`config.mk`:
```
export PLATFORM = sky130hd
export DESIGN_NAME = cmp_timer
export DESIGN_NICKNAME = d
export VERILOG_FILES = /design/src/rtl/cmp_timer_pkg.sv /design/src/rtl/cmp_timer_dp.sv /design/src/rtl/cmp_timer_ctrl.sv /design/src/rtl/cmp_timer.sv
export SDC_FILE = /design/constraint.sdc
export NUM_CORES = 1
export LEC_CHECK = 0
export ABC_AREA = 1
export CORE_AREA = 2 2 82 84
export DETAILED_ROUTE_END_ITERATION = 12
export DIE_AREA = 0 0 84 86
export DONT_BUFFER_PORTS = 1
export GPL_ROUTABILITY_DRIVEN = 1
export PLACE_DENSITY = 0.74
export SYNTH_ARGS = -nofsm -noshare
export SYNTH_HDL_FRONTEND = slang
export SYNTH_SLANG_ARGS = --single-unit
```
`constraint.sdc`:
```
create_clock -name clk -period 2.2 [get_ports clk]
set_input_delay 0.33 -clock clk [delete_from_list [all_inputs] [get_ports clk]]
set_output_delay 0.33 -clock clk [all_outputs]
set_load 0.05 [all_outputs]
```
`src/rtl/cmp_timer_pkg.sv`:
```
package cmp_timer_pkg;
  localparam int ADDR_W = 3;
  localparam int NFLAG  = 3;
  localparam int CTRL_W = 6;

  localparam logic [ADDR_W-1:0] A_CNT  = 3'd0;
  localparam logic [ADDR_W-1:0] A_CMPA = 3'd1;
  localparam logic [ADDR_W-1:0] A_CAP  = 3'd2;
  localparam logic [ADDR_W-1:0] A_CTRL = 3'd3;
  localparam logic [ADDR_W-1:0] A_FLAG = 3'd4;

  localparam logic [3:0] MODE_FREE    = 4'd0;
  localparam logic [3:0] MODE_CTC_A   = 4'd4;
  localparam logic [3:0] MODE_CTC_CAP = 4'd12;
  localparam logic [1:0] PIN_TOGGLE   = 2'b01;

  localparam int FB_OVF  = 0;
  localparam int FB_CMPA = 1;
  localparam int FB_CAP  = 2;

  typedef struct packed {
    logic loadCnt;
    logic clrCnt;
    logic incCnt;
    logic wrCmpA;
    logic wrCap;
  } strobe_t;

  typedef struct packed {
    logic eqA;
    logic eqCap;
    logic atMax;
  } dpStat_t;
endpackage

```
`src/rtl/cmp_timer_dp.sv`:
```
module cmp_timer_dp
  import cmp_timer_pkg::*;
#(
  parameter int CNT_W = 16
) (
  input  logic             clk,
  input  logic             rstN,
  input  strobe_t          strb,
  input  logic [CNT_W-1:0] wrData,
  output logic [CNT_W-1:0] count,
  output dpStat_t          stat
);
  localparam logic [CNT_W-1:0] CNT_MAX = '1;
  localparam logic [CNT_W-1:0] CNT_ONE = CNT_W'(1);

  logic [CNT_W-1:0] cntQ;
  logic [CNT_W-1:0] cmpAQ;
  logic [CNT_W-1:0] capQ;

  always_ff @(posedge clk) begin
    if (!rstN) begin
      cntQ <= '0;
    end else if (strb.loadCnt) begin
      cntQ <= wrData;
    end else if (strb.clrCnt) begin
      cntQ <= '0;
    end else if (strb.incCnt) begin
      cntQ <= cntQ + CNT_ONE;
    end
  end

  always_ff @(posedge clk) begin
    if (!rstN) begin
      cmpAQ <= '0;
      capQ  <= '0;
    end else begin
      if (strb.wrCmpA) cmpAQ <= wrData;
      if (strb.wrCap)  capQ  <= wrData;
    end
  end

  always_comb begin
    stat.eqA   = (cntQ == cmpAQ);
    stat.eqCap = (cntQ == capQ);
    stat.atMax = (cntQ == CNT_MAX);
  end

  assign count = cntQ;
endmodule

```
`src/rtl/cmp_timer_ctrl.sv`:
```
module cmp_timer_ctrl
  import cmp_timer_pkg::*;
(
  input  logic              clk,
  input  logic              rstN,
  input  logic              tick,
  input  logic              wrEn,
  input  logic [ADDR_W-1:0] wrAddr,
  input  logic [CTRL_W-1:0] wrCtl,
  input  logic [NFLAG-1:0]  intAck,
  input  dpStat_t           stat,
  output strobe_t           strb,
  output logic [NFLAG-1:0]  flags,
  output logic              cmpOut
);
  logic [3:0]       modeQ;
  logic [1:0]       pinModeQ;
  logic             blockNext;
  logic             pinQ;
  logic [NFLAG-1:0] flagQ;
  logic [NFLAG-1:0] setVec;
  logic [NFLAG-1:0] clrVec;

  logic cntWr, live, canMatch, ctcA, ctcCap, matchA, matchTop;

  always_comb begin
    cntWr    = wrEn && (wrAddr == A_CNT);
    live     = tick && !cntWr;
    canMatch = live && !blockNext;
    ctcA     = (modeQ == MODE_CTC_A);
    ctcCap   = (modeQ == MODE_CTC_CAP);
    matchA   = canMatch && stat.eqA;
    matchTop = canMatch && ((ctcA && stat.eqA) || (ctcCap && stat.eqCap));

    strb.loadCnt = cntWr;
    strb.clrCnt  = matchTop;
    strb.incCnt  = live && !matchTop;
    strb.wrCmpA  = wrEn && (wrAddr == A_CMPA);
    strb.wrCap   = wrEn && (wrAddr == A_CAP);

    setVec[FB_OVF]  = live && stat.atMax;
    setVec[FB_CMPA] = matchA;
    setVec[FB_CAP]  = matchTop && ctcCap;
    clrVec = intAck | ({NFLAG{wrEn && (wrAddr == A_FLAG)}} & wrCtl[NFLAG-1:0]);
  end

  always_ff @(posedge clk) begin
    if (!rstN) begin
      modeQ    <= MODE_FREE;
      pinModeQ <= 2'b00;
    end else if (wrEn && (wrAddr == A_CTRL)) begin
      modeQ    <= wrCtl[3:0];
      pinModeQ <= wrCtl[5:4];
    end
  end

  always_ff @(posedge clk) begin
    if (!rstN) begin
      blockNext <= 1'b0;
    end else if (cntWr) begin
      blockNext <= 1'b1;
    end else if (tick) begin
      blockNext <= 1'b0;
    end
  end

  always_ff @(posedge clk) begin
    if (!rstN) begin
      pinQ <= 1'b0;
    end else if (matchA && (pinModeQ == PIN_TOGGLE)) begin
      pinQ <= ~pinQ;
    end
  end

  for (genvar i = 0; i < NFLAG; i++) begin : g_flag
    always_ff @(posedge clk) begin
      if (!rstN) begin
        flagQ[i] <= 1'b0;
      end else begin
        flagQ[i] <= setVec[i] | (flagQ[i] & ~clrVec[i]);
      end
    end
  end

  assign flags  = flagQ;
  assign cmpOut = pinQ;
endmodule

```
`src/rtl/cmp_timer.sv`:
```
module cmp_timer
  import cmp_timer_pkg::*;
#(
  parameter int CNT_W = 16
) (
  input  logic             clk,
  input  logic             rstN,
  input  logic             tick,
  input  logic             wrEn,
  input  logic [2:0]       wrAddr,
  input  logic [CNT_W-1:0] wrData,
  input  logic [2:0]       intAck,
  output logic [CNT_W-1:0] count,
  output logic             ovfFlag,
  output logic             cmpAFlag,
  output logic             capFlag,
  output logic             cmpOut
);
  strobe_t          strb;
  dpStat_t          stat;
  logic [NFLAG-1:0] flags;

  cmp_timer_dp #(.CNT_W(CNT_W)) u_dp (
    .clk    (clk),
    .rstN   (rstN),
    .strb   (strb),
    .wrData (wrData),
    .count  (count),
    .stat   (stat)
  );

  cmp_timer_ctrl u_ctrl (
    .clk    (clk),
    .rstN   (rstN),
    .tick   (tick),
    .wrEn   (wrEn),
    .wrAddr (wrAddr),
    .wrCtl  (wrData[CTRL_W-1:0]),
    .intAck (intAck),
    .stat   (stat),
    .strb   (strb),
    .flags  (flags),
    .cmpOut (cmpOut)
  );

  assign ovfFlag  = flags[FB_OVF];
  assign cmpAFlag = flags[FB_CMPA];
  assign capFlag  = flags[FB_CAP];
endmodule

```
==> summary.txt <==
Finish
  • Fin util: 0.594
  • Fraction of layout cells with a size suffix above 1: 0.145
  • Fill cells: 622
  • Ant. Diodes: 0
  • Most frequent cells in the layout: nand2_1 (131), inv_1 (67), o21ai_0 (59), dfxtp_1 (59), a21oi_1 (44)
  • Commonest non-fill, non-tap cell in the layout: nand2_1
  • Final net count: 552
  • Area delta synth->final: 9.40%

Global routing
  • First-pass GRT wire length: 14200 um
  • Largest net degree at the start of global routing: 57
  • Initial antenna violation count: 0
  • Vias in the first global route: 2875
  • GRT Residual Overflow: 0
  • Gr usage total: 0.251

Worst setup path
  • Reg2Reg Setup Slack: 0.31 ns
  • Crit path depth: 9
  • Max FO, Critical Path: 16
  • Slowest-stage cell, CP: dfxtp_1
  • Worst setup startpoint: u_dp.count[15]
  • CP endpoint kind: register
  • Worst R2R End: u_dp.count[5]
  • Worst r2r path cells: 9
  • Most numerous cell on the critical path: nand2_1
  • Worst Path Required: 2.44 ns
  • CP endpoint: u_dp.count[5]
  • Cell-by-cell trace of the critical path: inv_1 > nand2_1 > nand2_1 > nor2_1 > nand2_1 > nor2_4 > nand4_4 > nand3_1 > a21oi_1
  • Reg-to-reg critical path startpoint: u_dp.count[15]
  • Crit path DAT: 2.13 ns
  • Crit path kind: reg2reg
  • Critical Path Max Stage Delay: 0.47 ns
  • Family with the most delay on the worst path: simple AND/OR/NAND/NOR gates
  • CP bufs+invs: 1
  • CP Launch Type: register

Min path
  • Hold path cells: 2
  • Hold Path Class: in2reg

Drt
  • DR DRC count: 0
  • Vias: 3228
  • Vias/cell: 5.32
  • Starting DRT DRC Count: 293
  • Final ANT Viol Nets: 0
  • First-pass iteration count of the detailed router: 5
  • Detailed Route WL: 8640 um
  • DR WL/cell: 14.2 um

Placement
  • Final HPWL DP: 6150 um
  • GPL Wtd Cong: 0.992
  • Port Buffer Count: 0

Status
  • Status: finished clean

Clock tree
  • CTS tree: built
  • Clock-pin slew on the worst setup and hold paths: 0.07 ns
  • Clock sinks: 59
  • CTS buffer count: 9
  • Cts-stage hold buffer count: 0
  • Postcts setup bufs: 0
  • Clk Latency, worst-skew pair: 0.35 ns
  • Post_cts resized: 0
  • CTS H-tree depth: 3
  • CTS Root Cell: clkbuf_8
  • CTS Buffer Depth: 2

Timing
  • Setup TNS: 0 ns
  • Max Clk Rate: 0.530 GHz
  • Final worst-path cycle share: 0.858
  • Hold_ws: 0.0924 ns
  • Tightest Pin Transition: 0.639 ns
  • Final critical-path required period: 1.89 ns
  • Final Setup Violations: 0
  • Slew headroom: 0.570
  • Max-slew violation count: 0
  • RSZ-0062 raised after global routing: no
  • Clock Skews: 0.00720 ns
  • Hold Fails Final Rpt: 0

Synth
  • Syn nets: 543
  • Synthesis Warnings: 0
  • Area contributors post-synth: dfxtp_1 (35%), nand2_1 (14%), o21ai_0 (8.7%)
  • Leading area contributor after synthesis: dfxtp_1
  • Yosys cell types: 34
  • Area share of the largest cell type after synthesis: 0.347
  • Post-synthesis area per instance: 6.60 um^2
  • Synth Register Bits: 59
  • Mapped Area: 3410 um^2
  • Post-synthesis sequential area ratio: 0.347
  • Mapped Cells: 516

Floorplan
  • Core Area: 6280 um^2
  • Initial Utilization: 0.543
  • FP Rows: 29
  • Die area: 7220 um^2
  • Die H: 86 um
  • # IOs: 46
  • Die W: 84 um

Power and ir drop
  • Peak supply drop: 413 uV
  • Tot Pwr: 2620 uW
  • Leakage: 0.00164 uW
  • Pwr/cell area: 703 nW/um^2

Flow run
  • MaxCap Viol Count: 0
-- power breakdown --
group | internal (uW) | switching (uW) | leakage, uW
logic | 149 | 300 | 0.00106
registers | 1120 | 53.2 | 0.000482
clock network | 548 | 453 | 0.0000991
-- layout make-up --
type,count,area (um^2),area share
flip-flops and latches,59,1180,0.317
multi-input cells,360,1830,0.490
repair buffers,19,143,0.0383
clock buffers,11,141,0.0379
inverters,76,285,0.0765
clock inverters,5,52.6,0.0141
well taps,77,96.3,0.0258
-- cell usage after synthesis, drive strengths merged --
cell	number
a21oi	54
buf	8
clkbuf	13
dfxtp	59
ha	1
inv	76
nand2	133
nand3	34
nand3b	4
nand4	4
nor2	45
nor3	8
nor4	1
o21ai	62
or2	1
xnor2	1
xor2	12
-- kinds of logic after synthesis --
logic type | count (synthesis) | synth area share
buffers and inverters | 97 | 0.117
flip-flops | 59 | 0.347
XOR/XNOR | 13 | 0.0356
adder cells (fa/ha/maj) | 1 | 0.00367
AO/OA/AOI/OAI | 116 | 0.181
AND/OR/NAND/NOR | 230 | 0.316
-- routing by layer --
layer  part of all wire  global-route usage  up-vias  wire (um)
met3              0.085              0.0626        9        733
met1               0.46               0.343     1450       3990
met4              0.013              0.0792        0        110
li1                   -                   -     1655          -
met2               0.44               0.392      114       3810
met5                  0                   0        -          0
-- worst min path at each step --
stage | startpoint | end | slack, ns
2_1_floorplan | u_ctrl.pinModeQ[1] | u_ctrl.pinModeQ[1] | 0.42
3_3_place_gp | u_ctrl.pinModeQ[1] | u_ctrl.pinModeQ[1] | 0.43
3_5_place_dp | u_ctrl.pinModeQ[1] | u_ctrl.pinModeQ[1] | 0.45
4_1_cts | rstN | u_ctrl.cmpOut | 0.09
5_1_grt | wrData[0] | u_dp.count[0] | 0.11
6_report | rstN | u_ctrl.cmpOut | 0.09
-- flip-flops by register name (all words and copies together), names as in the netlist --
name,cells
u_ctrl.cmpOut,1
u_dp.count,16
u_dp.capQ,16
u_dp.cmpAQ,16
u_ctrl.pinModeQ,2
u_ctrl.flags,3
u_ctrl.blockNext,1
u_ctrl.modeQ,4
-- stage by stage --
step,cell area (um^2),instances,setup slack [ns]
global route,3730,607,0.175
global placement,3530,591,0.385
detailed placement,3530,591,0.346
CTS,3730,607,0.345
finish,3730,607,0.312
floorplan,3410,516,0.281
(Power assumes the default switching activity.)
